**src/rtl/irq_tri_ctrl.sv**
```systemverilog
module irq_tri_ctrl (
  input  logic       clk,
  input  logic       rst_n,
  input  logic       pulse_done_i,
  input  logic       warn_i,
  input  logic       en_we_i,
  input  logic [2:0] en_wdata_i,
  input  logic       clr_we_i,
  input  logic [2:0] clr_wdata_i,
  output logic [2:0] en_o,
  output logic [2:0] pend_o,
  output logic [2:0] raw_o,
  output logic       warn_o,
  output logic       irq_o
);

  logic       warn_meta, warn_sync, warn_prev;
  logic [2:0] evt, clr;

  always_ff @(posedge clk or negedge rst_n)
    if (!rst_n) {warn_meta, warn_sync, warn_prev} <= '0;
    else        {warn_meta, warn_sync, warn_prev} <= {warn_i, warn_meta, warn_sync};

  assign warn_o = warn_sync;
  assign evt    = {warn_prev & ~warn_sync, warn_sync & ~warn_prev, pulse_done_i};
  assign clr    = clr_we_i ? clr_wdata_i : 3'b000;

  always_ff @(posedge clk or negedge rst_n)
    if (!rst_n) begin
      en_o   <= '0;
      pend_o <= '0;
      raw_o  <= '0;
      irq_o  <= 1'b0;
    end else begin
      if (en_we_i) en_o <= en_wdata_i;
      raw_o  <= (raw_o & ~clr) | evt;
      pend_o <= (pend_o & ~clr) | (evt & en_o);
      irq_o  <= |pend_o;
    end

  a_r8_irq_needs_pend: assert property (@(posedge clk) disable iff (!rst_n)
    irq_o |-> $past(pend_o != 3'b000));

  a_r9_entry_after_high: assert property (@(posedge clk) disable iff (!rst_n)
    $rose(raw_o[1]) |-> $past(warn_o));

  a_r9_exit_after_low: assert property (@(posedge clk) disable iff (!rst_n)
    $rose(raw_o[2]) |-> !$past(warn_o));

  for (genvar i = 0; i < 3; i++) begin : g_chk
    a_r5_pend_implies_raw: assert property (@(posedge clk) disable iff (!rst_n)
      pend_o[i] |-> raw_o[i]);
    a_r5_pend_needs_en: assert property (@(posedge clk) disable iff (!rst_n)
      (!$past(pend_o[i]) && pend_o[i]) |-> $past(en_o[i]));
    a_r6_clear_takes: assert property (@(posedge clk) disable iff (!rst_n)
      (clr_we_i && clr_wdata_i[i] && !evt[i]) |=> (!raw_o[i] && !pend_o[i]));
    a_r7_event_wins: assert property (@(posedge clk) disable iff (!rst_n)
      evt[i] |=> raw_o[i]);
  end

endmodule

```
**config.mk**
```make
export PLATFORM = sky130hd
export DESIGN_NAME = irq_tri_ctrl
export DESIGN_NICKNAME = d
export VERILOG_FILES = /design/src/rtl/irq_tri_ctrl.sv
export SDC_FILE = /design/constraint.sdc
export NUM_CORES = 1
export LEC_CHECK = 0
export ABC_CLOCK_PERIOD_IN_PS = 1100
export BUFFER_PORTS_ARGS = -buffer_cell sky130_fd_sc_hd__buf_4
export CAP_MARGIN = 20
export CORE_MARGIN = 5
export CORE_UTILIZATION = 29
export CTS_BUF_LIST = sky130_fd_sc_hd__clkbuf_16
export CTS_CLUSTER_DIAMETER = 80
export DETAILED_ROUTE_END_ITERATION = 12
export GPL_ROUTABILITY_DRIVEN = 0
export PLACE_DENSITY = 0.68
export SYNTH_ARGS = -nofsm -noshare
export SYNTH_HDL_FRONTEND = slang
export SYNTH_SLANG_ARGS = --single-unit
```
**constraint.sdc**
```tcl
create_clock -name clk -period 1.1 [get_ports clk]
set_clock_uncertainty 0.2 [all_clocks]
set_input_delay 0.055 -clock clk [delete_from_list [all_inputs] [get_ports clk]]
set_output_delay 0.055 -clock clk [all_outputs]
set_load 0.05 [all_outputs]
```
Word level (Yosys, flattened, before mapping)
Index checks and enable logic that the tools add are counted.
{ "word_totals": {"reg_bits": 13, "inputBits": 12} }
{ "op_classes": {"mux": 1, "bitwise": 10, "reduce_logical": 1} }
{ "op_table": {"columns": ["op", "count"], "rows": [
  ["$and A3 B3 Y3", 3],
  ["$or A3 B3 Y3", 2],
  ["$mux W3", 1],
  ["$not A3 Y3", 1],
  ["$reduce_or A3 Y1", 1],
  ["$and A1 B1 Y1", 2],
  ["$not A1 Y1", 2]
]} }

Logic depth before layout (Yosys ltp)
Gate-level depths: netlist of run 1.
{ "depth": {"word_depth": 4, "depth_mapped": 2, "ltp_nobuf": 2} }

Worst setup path after synthesis of run 1
No wires, ideal clock.
{ "synth_timing": {"path_type": "register -> register", "startpoint": "register warn_sync (netlist: warn_o)", "endpoint": "register pend_o[1]", "arrival_time_ns": 1.006, "required_ns": 0.779, "slack_ns": -0.227, "path_stages_with_launch": 3, "cell_sequence": "dfrtp_1 -> nor2b_4 -> a22o_1"} }
{ "synth_between": {"elab_chain_cells": 3} }
{ "synth_lines": {"columns": ["element", "line_no", "source"], "rows": [
  ["start: declaration", "17", "logic warn_meta, warn_sync, warn_prev;"],
  ["start signal: assignment", "22", "else {warn_meta, warn_sync, warn_prev} <= {warn_i, warn_meta, warn_sync};"],
  ["$and A1 B1 Y1", "25", "assign evt = {warn_prev & ~warn_sync, warn_sync & ~warn_prev, pulse_done_i};"],
  ["$and A3 B3 Y3", "37", "pend_o <= (pend_o & ~clr) | (evt & en_o);"],
  ["$or A3 B3 Y3", "37", null],
  ["end signal: assignment", "37", null],
  ["end: declaration", "11", "output logic [2:0] pend_o,"]
]} }
Every way passes these cells.
A chain may end at the register's enable or synchronous reset.

Worst setup path in the final report of run 1
{ "layout_timing": {"startpoint": "register pend_o[0]", "endpoint": "output port pend_o[0]"} }
No word-level cell between the ends.

==> results.md, run 1 <==
* Vias at 365
* Site Rows at 14
* Final period utilization at 104%
* Critical path type: register to output pin
* Root buf cell: clkbuf_16
* CTS tree: built
* DR iter-0 viols at 1
* Max clock buf depth at 2
* Number of global-route vias before repair at 414
* Post-synthesis sequential area ratio at 71.6%
* DRC violations left at 0
* Post-Syn Area at 454 um^2
* RSZ-0062 raised after global routing: yes
* Slew headroom at 88.9%
* Critical path peak fanout at 2
* Cell-internal power at 1.20 mW
* Status: finished with violations
* Fin util at 59.2%
* Nets@finish at 79
* Total detailed-routing wirelength at 1.10 mm
* Vias per cell at 4.45
* IO Pins at 23
* Post-Syn Instances at 28
* Wirelength per Cell at 13.4 um
* Hold WS at -111 ps
* Measured slew at the worst slew-check pin at 167 ps
* VDD IR-drop max at 1300 uV
* Core ar. at 1490 um^2
* Clock sink count at 13
* Largest net degree at the start of global routing at 14
* Mean post-synth cell area at 16.2 um^2
* Crit path DAT at 890 ps
* Antenna cells at 0
* Crit end category: output pin
* Antenna violations before repair at 0
* DRT Pass-1 Iters at 2
* Hold Crit Class: input pin to register
* Largest stage delay, worst path at 390 ps
* First-pass GRT wire length at 1.88 mm
* Max Freq at 0.871 GHz
* Final Power at 1.65 mW
* Clock Latency Late Sink at 240 ps
* Die area at 2460 um^2
* Cells along the critical path: buf_6 -> buf_8
* Final ANT Viol Nets at 0
* Total grt overflow at 0
* R2r startpoint: pend_o[2]$_DFF_PN0_
* Die Ht at 49.6 um
* Port Buf Inserts at 22
* Most frequent cells in the layout: 16 x buf_4, 10 x dlygate4sd3_1, 8 x dfrtp_2, 7 x buf_6, 5 x dfrtp_1
* H-tree levels at 1
* Reg2reg setup slack at 10 ps
* Comb power frac at 24.9%
* Commonest non-fill, non-tap cell in the layout: buf_4
* Final hold violation count at 6
* Cts hold-fix bufs at 10
* Switching part of the total power at 27.6%
* Clk slew on worst S/H paths at 40 ps
* Clk pwr share at 40.3%
* Hold path depth at 2
* Leak pwr at 0.418 nW
* Post-route worst setup slack at -48.1 ps
* Fin. max-slew vios at 0
* Minimum clock period at 1150 ps
* Hold path endpoint: en_o[1]$_DFFE_PN0P_
* Critical Path RT at 840 ps
* GRT Resource Usage Total at 10.0%
* Failing checks: hold timing, setup timing
* Synthesized flop and latch total at 13
* Slowest cell on crit path: dfrtp_2
* FF-to-FF path depth at 1
* YS warnings at 0
* P per Cell Area at 1880 nW/um^2
* Max cap viols at 0
* Post-synthesis cell type count at 9
* Area grow syn2layout at 93.9%
* FF-to-FF End: irq_o$_DFF_PN0_
* Hold path start: en_we_i
* Num CTS Buffers at 3
* Mapped Nets at 40
* Final setup vio count at 1
* CP Launch Type: register
* Net Switching at 0.457 mW
* Sequential power share at 34.8%
* Die width at 49.6 um
* Initial Util at 30.5%
* Layout cells sized above 1 at 62.1%
cells by family after synthesis:
| logic type | after synthesis | synth area share (%) |
|---|---|---|
| AO/OA/AOI/OAI | 6 | 11.0 |
| multiplexers | 3 | 7.44 |
| AND/OR/NAND/NOR | 6 | 9.92 |
| flip-flops | 13 | 71.6 |
area by class of cell:
| type | instances | area [um^2] |
|---|---|---|
| fill | 118 | 608 |
| sequential | 13 | 335 |
| timing repair buffer | 34 | 314 |
| multi-input combinational | 15 | 133 |
| clock buffer | 3 | 75.1 |
| tap | 16 | 20.0 |
| clock inverter | 1 | 3.75 |
through the flow:
stage / setup WS [ps] / instance area [um^2] / TNS (ps) / hold WS, ps / std cells
6_report: -48.1 / 881 / -48.1 / -111 / 82
2_1_floorplan: -115 / 468 / -309 / -441 / 28
5_1_grt: -72.3 / 881 / -83.9 / -105 / 82
4_1_cts: -56.3 / 870 / -56.3 / -112 / 82
3_3_place_gp: 45.3 / 668 / 0 / -296 / 68
3_5_place_dp: 31.5 / 668 / 0 / -295 / 68
state kept, by name, indices dropped and copies added, names as in the netlist:
register	count
raw_o	3
en_o	3
irq_o	1
warn_prev	1
warn_o	1
warn_meta	1
pend_o	3
layer usage:
metal	GRT usage [%]	wire length [um]	up-vias
met4	3.93	10	0
met1	11.2	460	173
li1	-	-	175
met5	0	0	-
met3	6.02	103	2
met2	15.5	526	15
cell usage after synthesis:
cell / number / area [um^2]
a21o_1: 2 / 15.0
a21o_2: 1 / 8.76
a22o_1: 3 / 26.3
dfrtp_1: 13 / 325
mux2_1: 1 / 11.3
mux2_2: 2 / 22.5
nand2_1: 3 / 11.3
nor2b_4: 2 / 27.5
or3_1: 1 / 6.26
timing repair:
action	in CTS	in global routing
gates resized for setup	6	3
endpoints found under the hold margin	23	3
endpoints found under the setup margin	4	5
gates cloned	0	0
buffers inserted	0	0
worst max-delay path by stage:
stage,end,start,cells after the start,slack (ps)
floorplan,pend_o[1]$_DFF_PN0_,warn_o$_DFF_PN0_,2,-110
global placement,pend_o[2]$_DFF_PN0_,warn_prev$_DFF_PN0_,2,50
detailed placement,irq_o$_DFF_PN0_,pend_o[0]$_DFF_PN0_,1,30
CTS,pend_o[0],pend_o[0]$_DFF_PN0_,2,-60
global route,pend_o[0],pend_o[0]$_DFF_PN0_,2,-70
finish,pend_o[0],pend_o[0]$_DFF_PN0_,2,-50
worst max-delay path, delay by kind of cell, from the launching register on:
kind	cells	cell delay [ps]
flops	1	390
buf+inv	2	260
power groups by stage:
stage | sequential (mW) | combinational [mW] | clock (mW)
3_3_place_gp | 0.574 | 0.356 | 0
6_report | 0.575 | 0.412 | 0.666
4_1_cts | 0.574 | 0.409 | 0.683
2_1_floorplan | 0.738 | 0.0508 | 0
5_1_grt | 0.584 | 0.431 | 0.703
3_5_place_dp | 0.577 | 0.357 | 0
(Power assumes the default switching activity.)
==> run 2, diff against run 1 <==
CELL_PAD_IN_SITES_DETAIL_PLACEMENT = 1   (was default)
CELL_PAD_IN_SITES_GLOBAL_PLACEMENT = 2   (was default)
CORE_ASPECT_RATIO = 0.8   (was default)
CORE_UTILIZATION = 23   (was 29)
CTS_CLUSTER_DIAMETER = default   (was 80)
PLACE_DENSITY = 0.79   (was 0.68)
==> run 2 against run 1 <==
The run still ends with hold timing, setup timing left. Via count grew 7.9%. Count of clock-buffer cells in the layout is the same. Power grew 2.9%. Largest cell class is now non-clock buffers. Fmax shrank 1.7%. Hold slack gained 12 ps. Die area grew 21%.
==> results.md, run 2 (synthesized netlist as in run 1, its figures left out) <==
* Sequential Area at 335 um^2 (unchanged)
* Crit end category: output pin (unchanged)
* DRC violations left at 0 (unchanged)
* Hpwl dp at 885 um
* Critical path type: register to output pin (unchanged)
* Clock Latency Late Sink at 240 ps (about the same)
* Max clock buf depth at 2 (unchanged)
* Finished Cell Area at 935 um^2 (was 881 um^2)
* Status: finished with violations (unchanged)
* VDD IR-drop max at 1090 uV (was 1300 uV)
* Non-Filler Instances at 92 (was 82)
* Max Freq at 0.856 GHz (was 0.871 GHz)
* Failing checks: hold timing, setup timing (unchanged)
* DRT Pass-1 Iters at 4 (was 2)
* Biggest regs: en_o x3, pend_o x3, raw_o x3 (unchanged)
* Die Ht at 49.7 um (was 49.6 um)
* Port Buf Inserts at 22 (unchanged)
* Measured slew at the worst slew-check pin at 171 ps (was 167 ps)
* Antenna cells at 0 (unchanged)
* Core ar. at 1870 um^2 (was 1490 um^2)
* Hold WS at -99.0 ps (was -111 ps)
* Vias at 394 (was 365)
* P per Cell Area at 1820 nW/um^2 (was 1880 nW/um^2)
* Setup_tns at -224 ps (was -48.1 ps)
* Fillers at 193 (was 118)
* Fin util at 49.9% (was 59.2%)
* Die area at 2970 um^2 (was 2460 um^2)
* Clk pwr share at 39.8% (was 40.3%)
* Sequential power share at 33.7% (was 34.8%)
* Nets@finish at 81 (was 79)
* Cts hold-fix bufs at 10 (unchanged)
* Largest net degree at the start of global routing at 14 (unchanged)
* Final hold violation count at 16 (was 6)
* First-pass GRT wire length at 2.19 mm (was 1.88 mm)
* DR iter-0 viols at 3 (was 1)
* Total detailed-routing wirelength at 1.30 mm (was 1.10 mm)
* Net Switching at 0.475 mW (was 0.457 mW)
* Vias per cell at 4.28 (was 4.45)
* # placed instances at 77 (was 68)
* Area grow syn2layout at 106% (was 93.9%)
* Critical path peak fanout at 2 (unchanged)
* GRT Resource Usage Total at 10.1% (was 10.0%)
* RSZ-0062 raised after global routing: yes (unchanged)
* Fin. max-slew vios at 0 (unchanged)
* Final Power at 1.70 mW (was 1.65 mW)
* H-tree levels at 1 (unchanged)
* Crit path DAT at 910 ps (was 890 ps)
* Slew headroom at 88.6% (was 88.9%)
* Number of global-route vias before repair at 472 (was 414)
* Final ANT Viol Nets at 0 (unchanged)
* Die width at 59.7 um (was 49.6 um)
* Switching part of the total power at 27.9% (was 27.6%)
* Minimum clock period at 1170 ps (was 1150 ps)
* Clock sink count at 13 (unchanged)
* Site Rows at 14 (unchanged)
* Wirelength per Cell at 14.1 um (was 13.4 um)
* Most frequent cells in the layout: 15 x buf_4, 10 x dlygate4sd3_1, 8 x dfrtp_2, 7 x buf_6, 5 x dfrtp_1 (was 16 x buf_4, 10 x dlygate4sd3_1, 8 x dfrtp_2, 7 x buf_6, 5 x dfrtp_1)
* Post-route worst setup slack at -67.7 ps (was -48.1 ps)
* Comb power frac at 26.5% (was 24.9%)
* CTS tree: built (unchanged)
* Antenna violations before repair at 0 (unchanged)
* Cells along the critical path: buf_6 -> buf_8 (unchanged)
* Area after DPL at 686 um^2 (was 668 um^2)
* Footprint of the multi-input gates at 133 um^2 (unchanged)
* Slowest cell on crit path: dfrtp_2 (unchanged)
* Critical Path RT at 840 ps (about the same)
* Final period utilization at 106% (was 104%)
* CP Launch Type: register (unchanged)
* Commonest non-fill, non-tap cell in the layout: buf_4 (unchanged)
* Total grt overflow at 0 (unchanged)
* IO Pins at 23 (unchanged)
* Hold Crit Class: input pin to register (unchanged)
* Root buf cell: clkbuf_16 (unchanged)
* Max cap viols at 0 (unchanged)
* Clk slew on worst S/H paths at 50 ps (was 40 ps)
* Initial Util at 24.2% (was 30.5%)
* Leak pwr at 0.436 nW (was 0.418 nW)
* Layout cells sized above 1 at 64.7% (was 62.1%)
* Num CTS Buffers at 3 (unchanged)
* Cell-internal power at 1.23 mW (was 1.20 mW)
* Final setup vio count at 5 (was 1)
* Largest stage delay, worst path at 400 ps (was 390 ps)
## run 2: cell count changes in the layout (fill, tap and decap cells not counted), sizes merged
cell / before / now
inv: 1 / 0
clkinv: 0 / 1
buf: 24 / 26
## run 2: worst max-delay path, delay by kind of cell, from the launching register on
family,cells,cell delay [ps]
buffers and inverters,2,270
flip-flops,1,400
## run 2: power groups by stage
| stage | Combinational [mW] | Sequential, mW | Clock [mW] |
|---|---|---|---|
| after detailed placement | 0.372 | 0.573 | 0 |
| after CTS | 0.450 | 0.572 | 0.691 |
| after floorplan | 0.0508 | 0.738 | 0 |
| after global placement | 0.368 | 0.572 | 0 |
| after global routing | 0.477 | 0.578 | 0.733 |
| final | 0.451 | 0.572 | 0.677 |
## run 2: path summary, 6_finish.rpt
check                                    start             endpoint  slack [ps]  depth (start not counted)
max in group asynchronous                rst_n   raw_o[2]$_DFF_PN0_         540                          2
min                                    en_we_i  en_o[2]$_DFFE_PN0P_        -100                          2
min in group asynchronous                rst_n  pend_o[2]$_DFF_PN0_         -10                          2
max reg2reg                   warn_o$_DFF_PN0_  pend_o[2]$_DFF_PN0_         -40                          4
max                           warn_o$_DFF_PN0_               warn_o         -70                          2
min reg2reg                warn_meta$_DFF_PN0_     warn_o$_DFF_PN0_         150                          0
## run 2: layout make-up
type / instances / share of cell area [%]
clock buffers: 3 / 8.03
clock inverters: 1 / 0.535
multi-input cells: 15 / 14.2
flip-flops and latches: 13 / 35.9
well taps: 24 / 3.21
repair buffers: 36 / 38.2
## run 2: what timing repair did
item,CTS,global route
setup buffers,1,0
resized for setup,12,1
setup endpoints to repair,6,8
pin swaps,0,1
hold endpoints to repair,23,3
## run 2: layer usage
metal	track usage (%)	vias to the layer above	wire, um
li1	-	178	-
met1	11.5	201	509
met2	17.4	15	692
met3	4.70	0	96
met4	1.11	0	0
met5	0	-	0
## run 2: through the flow
stage / worst slack (ps) / hold WS (ps)
final: -67.7 / -99.0
after global routing: -112 / -91.9
after CTS: -71.7 / -100
after detailed placement: 34.6 / -292
after global placement: 44.3 / -293
after floorplan: -115 / -441
==> run 3, diff against run 2 <==
--- a/config.mk
+++ b/config.mk
@@ -13,3 +13,2 @@
 export CORE_ASPECT_RATIO = 0.8
-export CORE_MARGIN = 5
 export CORE_UTILIZATION = 23
==> constraint.sdc (replaced) <==
create_clock -name clk -period 1.1 [get_ports clk]
set_clock_uncertainty 0.2 [all_clocks]
set_input_delay 0.11 -clock clk [delete_from_list [all_inputs] [get_ports clk]]
set_output_delay 0.11 -clock clk [all_outputs]
set_load 0.05 [all_outputs]
==> run 3 against run 2 <==
The flow still finishes with violations (hold timing, setup timing). Utilization up 2.5 points. Clock power down 2%. Combinational power up 1%. Setup slack worse by 58 ps. Final cell count down 4.3%. Flip-flop and latch count unchanged. Routed wire length down 3.9%. Largest cell class unchanged. Highest routed layer unchanged.
==> results.md, run 3 (synthesized netlist as in run 1, its figures left out) <==
* H-tree levels at 1 (unchanged)
* First-pass GRT wire length at 2.06 mm (was 2.19 mm)
* Total detailed-routing wirelength at 1.25 mm (was 1.30 mm)
* Max Freq at 0.816 GHz (was 0.856 GHz)
* Area after DPL at 683 um^2 (was 686 um^2)
* Fin. max-slew vios at 0 (unchanged)
* Die area at 2160 um^2 (was 2970 um^2)
* Die Ht at 41.7 um (was 49.7 um)
* IO Pins at 23 (unchanged)
* Area grow syn2layout at 101% (was 106%)
* Number of global-route vias before repair at 426 (was 472)
* Leak pwr at 0.450 nW (was 0.436 nW)
* GRT Resource Usage Total at 14.2% (was 10.1%)
* CTS tree: built (unchanged)
* Clock Latency Late Sink at 240 ps (about the same)
* Crit. Startpoint: pend_o[2]$_DFF_PN0_ (was warn_o$_DFF_PN0_)
* Final hold violation count at 3 (was 16)
* Port Buf Inserts at 22 (unchanged)
* Num CTS Buffers at 3 (unchanged)
* Wirelength per Cell at 14.2 um (was 14.1 um)
* CP bufs+invs at 2 (unchanged)
* P per Cell Area at 1860 nW/um^2 (was 1820 nW/um^2)
* Max clock buf depth at 2 (unchanged)
* Total grt overflow at 0 (unchanged)
* Antenna violations before repair at 0 (unchanged)
* Status: finished with violations (unchanged)
* FF-to-FF End: pend_o[1]$_DFF_PN0_ (was pend_o[2]$_DFF_PN0_)
* Cells along the critical path: buf_6 -> buf_8 (unchanged)
* Hold path endpoint: en_o[1]$_DFFE_PN0P_ (was en_o[2]$_DFFE_PN0P_)
* Fillers at 173 (was 193)
* RSZ-0062 raised after global routing: yes (unchanged)
* Top Family by Delay on Critical Path: flip-flops (unchanged)
* Non-Filler Instances at 88 (was 92)
* DR iter-0 viols at 8 (was 3)
* Hold WS at -94.8 ps (was -99.0 ps)
* Initial Util at 26.1% (was 24.2%)
* Cts hold-fix bufs at 7 (was 10)
* Post-route worst setup slack at -126 ps (was -67.7 ps)
* Clk slew on worst S/H paths at 40 ps (was 50 ps)
* Vias per cell at 4.27 (was 4.28)
* Core ar. at 1740 um^2 (was 1870 um^2)
* Hold path depth at 2 (unchanged)
* Failing checks: hold timing, setup timing (unchanged)
* Biggest regs: en_o x3, pend_o x3, raw_o x3 (unchanged)
* Layout cells sized above 1 at 69.7% (was 64.7%)
* FF-to-FF path depth at 3 (was 4)
* Slew headroom at 88.8% (was 88.6%)
* DRT Pass-1 Iters at 3 (was 4)
* VDD IR-drop max at 1140 uV (was 1090 uV)
* Critical path peak fanout at 2 (unchanged)
* Die width at 51.7 um (was 59.7 um)
* Nets@finish at 79 (was 81)
* Max cap viols at 0 (unchanged)
* Most frequent cells in the layout: 15 x buf_4, 11 x buf_6, 8 x dfrtp_2, 5 x dfrtp_1 (was 15 x buf_4, 10 x dlygate4sd3_1, 8 x dfrtp_2, 7 x buf_6, 5 x dfrtp_1)
* Hpwl dp at 837 um (was 885 um)
* Largest stage delay, worst path at 410 ps (was 400 ps)
* # placed instances at 75 (was 77)
* Hold Crit Class: input pin to register (unchanged)
* Slowest cell on crit path: dfrtp_2 (unchanged)
* DRC violations left at 0 (unchanged)
* Minimum clock period at 1230 ps (was 1170 ps)
* CP Launch Type: register (unchanged)
* Crit path DAT at 920 ps (was 910 ps)
* Clock sink count at 13 (unchanged)
* Largest net degree at the start of global routing at 14 (unchanged)
* Vias at 376 (was 394)
* Critical Path RT at 790 ps (was 840 ps)
* Antenna cells at 0 (unchanged)
* Reg2reg setup slack at -50 ps (was -40 ps)
* R2r startpoint: warn_o$_DFF_PN0_ (unchanged)
* Commonest non-fill, non-tap cell in the layout: buf_4 (unchanged)
* Hold path start: en_wdata_i[1] (was en_we_i)
* Root buf cell: clkbuf_16 (unchanged)
* Crit end category: output pin (unchanged)
* Final setup vio count at 10 (was 5)
* Final ANT Viol Nets at 0 (unchanged)
* Final period utilization at 111% (was 106%)
* Measured slew at the worst slew-check pin at 169 ps (was 171 ps)
* Finished Cell Area at 911 um^2 (was 935 um^2)
* Site Rows at 13 (was 14)
* Critical path type: register to output pin (unchanged)
-- run 3: cell count changes in the layout (fill, tap and decap cells not counted) --
| cell | before | now |
|---|---|---|
| buf_12 | 1 | 0 |
| buf_6 | 7 | 11 |
| clkinv_2 | 1 | 0 |
| dlygate4sd3_1 | 10 | 3 |
| dlymetal6s4s_1 | 0 | 2 |
| inv_1 | 0 | 1 |
-- run 3: how the worst max path moves through the flow --
stage / to / cells after the start / slack, ps
2_1_floorplan: pend_o[1]$_DFF_PN0_ / 2 / -110
3_3_place_gp: irq_o$_DFF_PN0_ / 1 / 40
3_5_place_dp: irq_o$_DFF_PN0_ / 1 / 20
4_1_cts: pend_o[2] / 2 / -130
5_1_grt: pend_o[2] / 2 / -150
6_report: pend_o[2] / 2 / -130
-- run 3: timing repair --
action | 4_1_cts | 5_1_grt
endpoints found under the setup margin | 11 | 14
gates resized for setup | 17 | 2
pin swaps | 0 | 2
buffers inserted | 2 | 2
endpoints found under the hold margin | 19 | 3
-- run 3: layer usage --
layer  wire, um  up-vias  global-route usage (%)  part of all wire [%]
met1        476      188                    14.2                    38
met4          0        0                    4.86                     0
met5          0        -                       0                     0
li1           -      176                       -                     -
met3         62        0                    7.69                   5.0
met2        708       12                    24.7                    57
-- run 3: layout make-up --
cell class | instances | area (um^2) | share of cell area [%]
timing repair buffer | 34 | 337 | 37.0
multi-input combinational | 15 | 133 | 14.6
tap | 22 | 27.5 | 3.02
clock inverter | 1 | 3.75 | 0.412
clock buffer | 3 | 75.1 | 8.24
sequential | 13 | 335 | 36.8
-- run 3: stage by stage --
stage	utilization [%]	TNS, ps	worst slack [ps]	power, mW
after detailed placement	39.3	0	17.2	0.945
final	52.3	-505	-126	1.70
after global placement	39.3	0	43.4	0.936
after global routing	52.3	-757	-146	1.76
after CTS	52.3	-507	-133	1.72
after floorplan	-	-309	-115	0.789
-- run 3: where the power goes --
part,internal (mW),total [mW],switching (mW)
Combinational,0.215,0.456,0.241
Clock,0.478,0.663,0.186
Sequential,0.536,0.577,0.0401
Total,1.23,1.70,0.467
